File: src/rtl/ladder_pkg.sv
package ladder_pkg;

    typedef enum logic [3:0] {
        OP_MAKE      = 4'd0,
        OP_BREAK     = 4'd1,
        OP_RISE_CT   = 4'd2,
        OP_FALL_CT   = 4'd3,
        OP_COIL      = 4'd4,
        OP_COIL_INV  = 4'd5,
        OP_LATCH     = 4'd6,
        OP_UNLATCH   = 4'd7,
        OP_COIL_R    = 4'd8,
        OP_LATCH_R   = 4'd9,
        OP_UNLATCH_R = 4'd10,
        OP_RISE_COIL = 4'd11,
        OP_FALL_COIL = 4'd12
    } ladder_op_e;

    typedef enum logic [0:0] {
        ST_RUN     = 1'b0,
        ST_HOLDOFF = 1'b1
    } ctrl_state_e;

endpackage

File: src/rtl/ladder_step_ctrl.sv
module ladder_step_ctrl
    import ladder_pkg::*;
(
    input  logic clk,
    input  logic rst_n,
    input  logic step,
    input  logic power_cycle,
    output logic accept,
    output logic wipe
);

    ctrl_state_e state_q, state_d;

    always_ff @(posedge clk or negedge rst_n) begin
        if (!rst_n) begin
            state_q <= ST_RUN;
        end else begin
            state_q <= state_d;
        end
    end

    always_comb begin
        state_d = state_q;
        unique case (state_q)
            ST_RUN:     if (power_cycle) state_d = ST_HOLDOFF;
            ST_HOLDOFF: if (!power_cycle) state_d = ST_RUN;
            default:    state_d = ST_RUN;
        endcase
    end

    always_comb begin
        wipe   = power_cycle;
        accept = 1'b0;
        unique case (state_q)
            ST_RUN:     accept = step && !power_cycle;
            ST_HOLDOFF: accept = 1'b0;
            default:    accept = 1'b0;
        endcase
    end

    // no step is taken during the holdoff state
    a_r10_holdoff_blocks: assert property (@(posedge clk) disable iff (!rst_n)
        (state_q == ST_HOLDOFF) |-> !accept);

    // a restart always leads into holdoff
    a_r10_enter_holdoff: assert property (@(posedge clk) disable iff (!rst_n)
        power_cycle |=> (state_q == ST_HOLDOFF));

endmodule

File: src/rtl/ladder_edge_bank.sv
module ladder_edge_bank #(
    parameter int NINST = 8,
    localparam int IW = (NINST > 1) ? $clog2(NINST) : 1
) (
    input  logic          clk,
    input  logic          rst_n,
    input  logic          wipe,
    input  logic          upd,
    input  logic [IW-1:0] idx,
    input  logic          level,
    output logic          prev_o
);

    logic [NINST-1:0] hist_q;

    for (genvar g = 0; g < NINST; g++) begin : g_hist
        always_ff @(posedge clk or negedge rst_n) begin
            if (!rst_n) begin
                hist_q[g] <= 1'b0;
            end else if (wipe) begin
                hist_q[g] <= 1'b0;
            end else if (upd && (idx == IW'(g))) begin
                hist_q[g] <= level;
            end
        end
    end

    assign prev_o = hist_q[idx];

    // restart empties every history register
    a_r9_hist_wiped: assert property (@(posedge clk) disable iff (!rst_n)
        wipe |=> (hist_q == '0));

    // an update stores the rung level in the chosen instance
    a_r3_hist_store: assert property (@(posedge clk) disable iff (!rst_n)
        (upd && !wipe) |=> (hist_q[$past(idx)] == $past(level)));

    // instances not selected keep their history
    a_r9_hist_hold: assert property (@(posedge clk) disable iff (!rst_n)
        (!upd && !wipe) |=> $stable(hist_q));

endmodule

File: src/rtl/ladder_bit_store.sv
module ladder_bit_store #(
    parameter int NBITS = 32,
    localparam int AW = (NBITS > 1) ? $clog2(NBITS) : 1
) (
    input  logic          clk,
    input  logic          rst_n,
    input  logic          wipe,
    input  logic          we,
    input  logic [AW-1:0] waddr,
    input  logic          wdata,
    input  logic          wret,
    input  logic [AW-1:0] raddr,
    output logic          rdata
);

    logic [NBITS-1:0] mem_q;
    logic [NBITS-1:0] keep_q;

    for (genvar g = 0; g < NBITS; g++) begin : g_cell
        always_ff @(posedge clk or negedge rst_n) begin
            if (!rst_n) begin
                mem_q[g]  <= 1'b0;
                keep_q[g] <= 1'b0;
            end else if (wipe) begin
                mem_q[g]  <= mem_q[g] & keep_q[g];
            end else if (we && (waddr == AW'(g))) begin
                mem_q[g]  <= wdata;
                keep_q[g] <= wret;
            end
        end
    end

    assign rdata = mem_q[raddr];

    // after restart no non-retained bit is set
    a_r8_volatile_cleared: assert property (@(posedge clk) disable iff (!rst_n)
        wipe |=> ((mem_q & ~keep_q) == '0));

    // retained bits survive a restart
    a_r8_retained_kept: assert property (@(posedge clk) disable iff (!rst_n)
        wipe |=> ((mem_q & keep_q) == ($past(mem_q) & $past(keep_q))));

    // an accepted write lands at its address
    a_r5_write_lands: assert property (@(posedge clk) disable iff (!rst_n)
        (we && !wipe) |=> (mem_q[$past(waddr)] == $past(wdata)));

    // without write or restart the memory is unchanged
    a_r12_mem_hold: assert property (@(posedge clk) disable iff (!rst_n)
        (!we && !wipe) |=> $stable(mem_q));

endmodule

File: src/rtl/ladder_bit_engine.sv
module ladder_bit_engine
    import ladder_pkg::*;
#(
    parameter int NBITS = 32,
    parameter int NINST = 8,
    localparam int AW = (NBITS > 1) ? $clog2(NBITS) : 1,
    localparam int IW = (NINST > 1) ? $clog2(NINST) : 1
) (
    input  logic          clk,
    input  logic          rst_n,
    input  logic          step,
    input  logic [3:0]    opcode,
    input  logic [AW-1:0] bit_addr,
    input  logic [IW-1:0] inst_sel,
    input  logic          rung_in,
    input  logic          power_cycle,
    output logic          rung_out
);

    logic accept, wipe;
    logic bit_rd, hist_prev;
    logic wr_en, wr_data, wr_keep, hist_upd;
    logic rung_d;

    ladder_step_ctrl u_ctrl (
        .clk         (clk),
        .rst_n       (rst_n),
        .step        (step),
        .power_cycle (power_cycle),
        .accept      (accept),
        .wipe        (wipe)
    );

    ladder_edge_bank #(.NINST(NINST)) u_edges (
        .clk    (clk),
        .rst_n  (rst_n),
        .wipe   (wipe),
        .upd    (hist_upd),
        .idx    (inst_sel),
        .level  (rung_in),
        .prev_o (hist_prev)
    );

    ladder_bit_store #(.NBITS(NBITS)) u_store (
        .clk   (clk),
        .rst_n (rst_n),
        .wipe  (wipe),
        .we    (wr_en),
        .waddr (bit_addr),
        .wdata (wr_data),
        .wret  (wr_keep),
        .raddr (bit_addr),
        .rdata (bit_rd)
    );

    // instruction decode: next rung and write request
    always_comb begin
        rung_d   = rung_in;
        wr_en    = 1'b0;
        wr_data  = 1'b0;
        wr_keep  = 1'b0;
        hist_upd = 1'b0;
        case (opcode)
            OP_MAKE:    rung_d = rung_in & bit_rd;
            OP_BREAK:   rung_d = rung_in & ~bit_rd;
            OP_RISE_CT: begin
                rung_d   = rung_in & ~hist_prev;
                hist_upd = accept;
            end
            OP_FALL_CT: begin
                rung_d   = ~rung_in & hist_prev;
                hist_upd = accept;
            end
            OP_COIL: begin
                wr_en   = accept;
                wr_data = rung_in;
            end
            OP_COIL_INV: begin
                wr_en   = accept;
                wr_data = ~rung_in;
            end
            OP_LATCH: begin
                wr_en   = accept && rung_in;
                wr_data = 1'b1;
            end
            OP_UNLATCH: begin
                wr_en   = accept && rung_in;
                wr_data = 1'b0;
            end
            OP_COIL_R: begin
                wr_en   = accept;
                wr_data = rung_in;
                wr_keep = 1'b1;
            end
            OP_LATCH_R: begin
                wr_en   = accept && rung_in;
                wr_data = 1'b1;
                wr_keep = 1'b1;
            end
            OP_UNLATCH_R: begin
                wr_en   = accept && rung_in;
                wr_data = 1'b0;
                wr_keep = 1'b1;
            end
            OP_RISE_COIL: begin
                hist_upd = accept;
                wr_en    = accept && rung_in && !hist_prev;
                wr_data  = 1'b1;
            end
            OP_FALL_COIL: begin
                hist_upd = accept;
                wr_en    = accept && !rung_in && hist_prev;
                wr_data  = 1'b0;
            end
            default: rung_d = rung_in;
        endcase
    end

    always_ff @(posedge clk or negedge rst_n) begin
        if (!rst_n) begin
            rung_out <= 1'b0;
        end else if (wipe) begin
            rung_out <= 1'b0;
        end else if (accept) begin
            rung_out <= rung_d;
        end
    end

    // rung output is cleared by a restart
    a_r10_rung_cleared: assert property (@(posedge clk) disable iff (!rst_n)
        wipe |=> !rung_out);

    // rung output only moves on an accepted step
    a_r11_rung_hold: assert property (@(posedge clk) disable iff (!rst_n)
        (!accept && !wipe) |=> $stable(rung_out));

    // nothing is written while a restart is present
    a_r10_no_write_on_wipe: assert property (@(posedge clk) disable iff (!rst_n)
        wipe |-> (!wr_en && !hist_upd));

endmodule

File: config.mk
export PLATFORM = sky130hd
export DESIGN_NAME = ladder_bit_engine
export DESIGN_NICKNAME = d
export VERILOG_FILES = /design/src/rtl/ladder_pkg.sv /design/src/rtl/ladder_step_ctrl.sv /design/src/rtl/ladder_edge_bank.sv /design/src/rtl/ladder_bit_store.sv /design/src/rtl/ladder_bit_engine.sv
export SDC_FILE = /design/constraint.sdc
export NUM_CORES = 1
export LEC_CHECK = 0
export BUFFER_PORTS_ARGS = -buffer_cell sky130_fd_sc_hd__clkbuf_2
export CAP_MARGIN = 25
export CORE_MARGIN = 2
export CORE_UTILIZATION = 38
export CTS_CLUSTER_DIAMETER = 30
export DETAILED_ROUTE_END_ITERATION = 7
export PLACE_DENSITY = 0.55
export SLEW_MARGIN = 20
export SYNTH_ARGS = -nofsm -noshare
export SYNTH_HDL_FRONTEND = slang
export SYNTH_SLANG_ARGS = --single-unit
File: constraint.sdc
create_clock -name clk -period 4.7 [get_ports clk]
set_input_delay 0 -clock clk [delete_from_list [all_inputs] [get_ports clk]]
set_output_delay 0 -clock clk [all_outputs]
set_load 0.02 [all_outputs]
# After elaboration in Yosys (flattened, before gate mapping)
# Index checks and enable logic that the tools add are counted.
op_classes:
  n_lt_le_gt_ge: 2
  n_eq_ne: 50
  muxes: 93
  bitwise: 41
  n_reduce_logical: 130
op_table:
  columns: ["operator", "count"]
  rows:
  - ["1-bit two-way mux", 87]
  - ["2-bit nonzero test", 41]
  - ["5-bit equality test (second input constant)", 16]
  - ["2-bit AND reduction", 32]
  - ["1-bit logical AND", 45]
  - ["5-bit by 4-bit equality test with 1-bit output (second input constant)", 8]
  - ["1-bit bitwise AND", 36]
  - ["4-bit equality test (second input constant)", 5]
  - ["5-bit by 3-bit equality test with 1-bit output (second input constant)", 4]
  - ["4-bit by 3-bit equality test with 1-bit output (second input constant)", 4]
  - ["3-bit equality test (second input constant)", 4]
  - ["5-bit by 2-bit equality test with 1-bit output (second input constant)", 2]
  - ["3-bit OR reduction", 3]
  - ["4-bit by 2-bit equality test with 1-bit output (second input constant)", 2]
  - ["1-bit case mux with 4 select lines", 2]
  - ["4-bit OR reduction", 2]
  - ["3-bit by 2-bit equality test with 1-bit output (second input constant)", 2]
  - ["5-bit by 6-bit < comparator with 1-bit output (second input constant)", 1]
  - ["1-bit binary-select mux with 5-bit select", 1]
  - ["5-bit by 1-bit equality test with 1-bit output (second input constant)", 1]
  - ["5-bit zero test", 1]
  - ["1-bit inverter", 5]
  - ["4-bit by 1-bit equality test with 1-bit output (second input constant)", 1]
  - ["4-bit zero test", 1]
  - ["8 further kinds", 10]
totals:
  register_bits: 74
  inputBits: 17
  out_inout_bits: 1
  word_cells: 390

# Depth between registers and ports, before layout
depth:
  depth_word: 9
  ltp_mapped: 9
  depth_no_buf: 6

# Cells and area by module
# A second synthesis with hierarchy kept.
hier_totals:
  cells_unflattened: 348
  hier_area_um2: 3920.0
by_module_without_submodules:
  columns: ["module", "n_inst", "cells_per_inst", "area_each_um2", "seq_area_each_um2"]
  rows:
  - ["ladder_bit_store", 1, 275, 3184.3, 1601.5]
  - ["ladder_edge_bank", 1, 40, 474.2, 200.2]
  - ["ladder_bit_engine", 1, 30, 216.5, 25.0]
  - ["ladder_step_ctrl", 1, 3, 45.0, 25.0]

# Worst setup path before layout
# Ideal clock, no wire load.
synth_path:
  path_type: "reg2reg"
  start: "register u_edges.hist_q[7]"
  end: "register u_store.keep_q[4]"
  setup_ns: 0.125
  t_arrival_ns: 2.286
  t_required_ns: 4.575
  slack_ns: 2.289
  path_stages_with_launch: 8
  path_buffers: 1
  synth_period_minus_slack_ns: 2.411
  path_cell_list: "dfrtp_1 mux2i_1 mux4_2 a2111oi_4 o2111ai_2 buf_2 nor2_1 mux2_2"
synth_via:
  elab_chain_len: 7
  word_cells_on_any_way: 8
  cone_classes: "3 x mux; 5 x reduce/logical"
synth_rtl:
  columns: ["item", "line", "source"]
  rows:
  - ["start, declared", "ladder_edge_bank.sv:14", "logic [NINST-1:0] hist_q;"]
  - ["start signal, assigned by index", "ladder_edge_bank.sv:23", "hist_q[g] <= level;"]
  - ["1-bit binary-select mux with 3-bit select *", "ladder_edge_bank.sv:28", "assign prev_o = hist_q[idx];"]
  - ["1-bit two-way mux (implied by the code) *", "ladder_edge_bank.sv:28", null]
  - ["1-bit zero test", "ladder_bit_engine.sv:107", "wr_en = accept && rung_in && !hist_prev;"]
  - ["1-bit logical AND", "ladder_bit_engine.sv:107", null]
  - ["1-bit case mux with 4 select lines *", "ladder_bit_engine.sv:63", "case (opcode)"]
  - ["1-bit logical AND *", "ladder_bit_store.sv:26", "end else if (we && (waddr == AW'(g))) begin"]
  - ["2-bit AND reduction (no source line) *", null, null]
  - ["end signal, assigned by index", "ladder_bit_store.sv:28", "keep_q[g] <= wret;"]
  - ["end, declared", "ladder_bit_store.sv:17", "logic [NBITS-1:0] keep_q;"]
# Every way passes the cells marked *; elsewhere a longest branch is shown, timed or not. The select of a mux whose other input is x is not followed.
# A chain may end at the register's enable or synchronous reset.

# Worst setup path in the final report
layout_path:
  start: "register u_edges.hist_q[4]"
  end: "register u_store.keep_q[16]"
# Same word-level chain as after synthesis.

==> results by group <==
Timing
  – Total negative setup slack: 0 ns
  – Final worst-path cycle share: 62.7%
  – Worst clock skew on the final layout: 0.0103 ns
  – Maximum clock rate: 339 MHz
  – Final Hold Violating Endpoints: 0
  – Max-slew violation count: 0
  – Time the worst path needs with I/O delays and setup: 2.95 ns
  – Actual slew at the worst max-slew pin: 0.948 ns
  – Worst path setup slack after routing: 1.75 ns
  – Final setup violation count: 0
  – Normalized max-slew margin: 36.8%
  – RSZ-0062 raised after global routing: false

Power and ir drop
  – IR Drop Worst-Case VDD: 0.161 mV
  – PD cells: 300 mW/mm²
  – Leak: 1.83 nW
  – Final total power: 1.30 mW

Routing
  – Total iterations of the first detailed-routing run: 4
  – Drt first-iter violations: 152
  – Total via count after detailed routing: 2765
  – Count of unresolved DRC violations after routing: 0
  – Top routing layer in use: met4
  – DR vias/cell: 5.62
  – Final routed wire length divided by cell count: roughly 18 µm
  – Met2 wirelength from detailed routing: approximately 4000 µm
  – Final ANT Viol Nets: 0
  – Routed met3 length: between 200 and 300 µm
  – Aggregate routed wire length: 8680 µm
  – Met1 routed wirelength after detailed routing: 4370 µm

Floorplan
  – Core Area: a little under 0.01 mm²
  – Die outline height: 105 µm
  – Die area: between 0.01 and 0.015 mm²
  – Initial standard-cell utilization of the core: 39.4%
  – Count of pins on the block boundary: 18
  – Placement Rows: 36
  – Horizontal die dimension: ~110 µm

Placed design
  – Port buffer count: 17
  – Pre-CTS setup slack: 1.51 ns
  – Half-perimeter wire length after detailed placement: approximately 5400 µm
  – Weighted congestion reported at the end of routability-driven placement: 0.786
  – Total instance count after detailed placement: 473

Logic synthesis
  – Number of synthesized flops with an enable pin: 0
  – Synthesized netlist cell count: 351
  – Post-Synthesis Mean Instance Area: 11.1 µm²
  – Number of warnings reported in the yosys synthesis log: 0
  – Number of distinct standard cells referenced by the synthesized netlist: 46
  – Most used flip-flop cell after synthesis: sky130_fd_sc_hd__dfrtp_1
  – Post-synthesis instance area: 0.00389 mm²
  – Fraction of synthesis flops using an asynchronous set or reset pin: 100%
  – Post-synthesis sequential area ratio: about 48%
  – Number of nets produced by synthesis: around 370
  – Register bit total from synthesis: 74

Global routing
  – Via count of the first global-routing pass: 2735
  – Antenna violations before repair: 0
  – Largest net degree at the start of global routing: 75
  – Grt total ovfl: 0
  – Wire length of the first global-routing pass: 14500 µm
  – Global router's overall resource usage: 16.7%

Finish
  – Number of diodes added for antenna fixing: 0
  – Combined flip-flop and latch cell area: about 0.0019 mm²
  – Share of final-layout standard cells stronger than drive strength 1: 23.4%
  – Number of filler cells placed in the layout: 914
  – Final instance count without filler cells: 492
  – Combined area of the multi-input logic cells: 0.00188 mm²
  – Synth-to-layout area growth: 11.1%
  – Fin util: a little over two fifths
  – Nets@finish: around 370

Run
  – Max Cap Violations: 0

Clock network
  – # Post-CTS Setup Buffers: 0
  – Number of H-tree levels: 3
  – CTS root buffer: sky130_fd_sc_hd__clkbuf_8
  – Number of CTS-inserted buffers: 9
  – Skew-Pair Late Insertion Delay: ~0.35 ns
  – Clock tree from TritonCTS: done
  – Clock Path Buffers: 2
  – Count of clock tree sinks: 74
  – Clk pin slew, worst setup/hold paths: 0.08 ns

Critical path
  – Critical Path AT: 3.18 ns
  – Crit Path Category: flip-flop to flip-flop
  – Largest fanout of any net on the critical path: 18
  – Nature of the critical path startpoint: flip-flop
  – Endpoint class of the critical path: flip-flop
  – Required time worst endpoint: 4.93 ns

Run status
  – Result of the run: complete, no violations

Min path
  – Type of the tightest min-delay check: input pin to flip-flop
==> report_power, final <==
group | leakage (nW) | total, mW | switching, mW | internal [mW]
clock network | 0.106 | 0.548 | 0.249 | 0.299
logic | 0.695 | 0.106 | 0.0753 | 0.0305
registers | 1.03 | 0.644 | 0.00255 | 0.641
==> cells in the final DEF (no fill, tap or decap), types with 2 or more instances in the layout <==
cell type / n
sky130_fd_sc_hd__mux2i_1: 27
sky130_fd_sc_hd__clkbuf_8: 9
sky130_fd_sc_hd__o32ai_1: 2
sky130_fd_sc_hd__o2111ai_2: 2
sky130_fd_sc_hd__dfrtp_1: 74
sky130_fd_sc_hd__mux4_2: 7
sky130_fd_sc_hd__nand3_1: 11
sky130_fd_sc_hd__nor2b_1: 2
sky130_fd_sc_hd__mux2_2: 31
sky130_fd_sc_hd__or2_2: 2
sky130_fd_sc_hd__a21oi_1: 5
sky130_fd_sc_hd__nor2_1: 45
sky130_fd_sc_hd__o211ai_1: 2
sky130_fd_sc_hd__buf_4: 3
sky130_fd_sc_hd__inv_6: 2
sky130_fd_sc_hd__o21ai_0: 15
sky130_fd_sc_hd__nor3b_1: 4
sky130_fd_sc_hd__clkbuf_2: 16
sky130_fd_sc_hd__o221ai_1: 21
sky130_fd_sc_hd__nand2_1: 9
sky130_fd_sc_hd__nand2b_1: 2
sky130_fd_sc_hd__o31ai_1: 18
sky130_fd_sc_hd__inv_1: 8
sky130_fd_sc_hd__o2111ai_1: 2
sky130_fd_sc_hd__buf_16: 2
sky130_fd_sc_hd__nand3b_1: 6
sky130_fd_sc_hd__or3_1: 6
sky130_fd_sc_hd__bufinv_16: 2
==> path summary, 6_finish.rpt <==
kind	from	end	slack, ns	cells after the start
setup / recovery	u_edges.hist_q[4]	u_store.keep_q[16]	1.75	6
hold / removal	power_cycle	u_ctrl.state_q	0.03	1
setup reg to reg	u_edges.hist_q[4]	u_store.keep_q[16]	1.75	6
hold reg to reg	u_store.keep_q[9]	u_store.keep_q[9]	0.50	1
max in group asynchronous	rst_n	u_store.mem_q[27]	4.07	3
min in group asynchronous	rst_n	u_edges.hist_q[4]	0.08	2
==> critical path, stage by stage, from the launching register on <==
cell and delay (ns):
sky130_fd_sc_hd__dfrtp_1 0.38, sky130_fd_sc_hd__mux2i_1 0.16, sky130_fd_sc_hd__mux4_2 0.33, sky130_fd_sc_hd__nor3b_1 0.63, sky130_fd_sc_hd__o2111ai_2 0.59, sky130_fd_sc_hd__nor2_1 0.37, sky130_fd_sc_hd__mux2_2 0.37
==> synth_stat cells, types with 2 or more instances <==
master | n | area (µm²)
sky130_fd_sc_hd__dfrtp_1 | 74 | 1850
sky130_fd_sc_hd__nor2_1 | 45 | 169
sky130_fd_sc_hd__mux2_2 | 31 | 349
sky130_fd_sc_hd__mux2i_1 | 27 | 270
sky130_fd_sc_hd__o221ai_1 | 21 | 184
sky130_fd_sc_hd__clkbuf_1 | 20 | 75.1
sky130_fd_sc_hd__o31ai_1 | 18 | 135
sky130_fd_sc_hd__o21ai_0 | 15 | 75.1
sky130_fd_sc_hd__nand3_1 | 11 | 55.1
sky130_fd_sc_hd__nand2_1 | 9 | 33.8
sky130_fd_sc_hd__inv_1 | 8 | 30.0
sky130_fd_sc_hd__mux4_2 | 7 | 158
sky130_fd_sc_hd__buf_2 | 6 | 30.0
sky130_fd_sc_hd__nand3b_1 | 6 | 45.0
sky130_fd_sc_hd__or3_1 | 6 | 37.5
sky130_fd_sc_hd__a21oi_1 | 5 | 25.0
sky130_fd_sc_hd__nor3b_1 | 4 | 30.0
sky130_fd_sc_hd__buf_1 | 3 | 11.3
sky130_fd_sc_hd__nand2b_1 | 2 | 12.5
sky130_fd_sc_hd__nor2b_1 | 2 | 12.5
sky130_fd_sc_hd__o2111ai_1 | 2 | 17.5
sky130_fd_sc_hd__o2111ai_2 | 2 | 30.0
sky130_fd_sc_hd__o211ai_1 | 2 | 15.0
sky130_fd_sc_hd__o32ai_1 | 2 | 17.5
sky130_fd_sc_hd__or2_2 | 2 | 12.5
==> metrics by stage <==
step           instance area, µm²  hold slack (ns)
2_1_floorplan                3890           -0.296
3_3_place_gp                 4030            0.219
3_5_place_dp                 4030            0.217
4_1_cts                      4260           0.0265
5_1_grt                      4320           0.0520
6_report                     4320           0.0314
==> flip-flops by register name (all words and copies together), names as in the netlist <==
name            cells
u_store.keep_q     32
u_ctrl.state_q      1
rung_out            1
u_edges.hist_q      8
u_store.mem_q      32
==> routing by layer <==
layer  up-vias  GRT usage [%]
li1       1327              -
met1      1391           24.0
met2        37           25.0
met3        10           3.74
met4         0           5.14
met5         -              0
==> cell families (layout without fill, tap and decap cells) <==
logic type,count (synthesis),count (layout),synth area share (%)
compound gates,75,75,15.6
simple gates,98,98,12.5
buf+inv,38,46,3.96
mux,66,66,20.3
flops,74,74,47.6
==> what timing repair did <==
action | in CTS | in global routing
gates resized for setup | 0 | 0
hold endpoints to repair | 74 | 0
hold buffers | 1 | 0
==> layout make-up <==
cell class,count,share of cell area (%)
clock buffer,9,2.87
clock inverter,6,2.09
sequential,74,42.9
tap,133,3.85
inverter,8,0.695
multi-input combinational,239,43.6
timing repair buffer,23,4.06
Note: power is estimated with default switching activity, not from simulation.
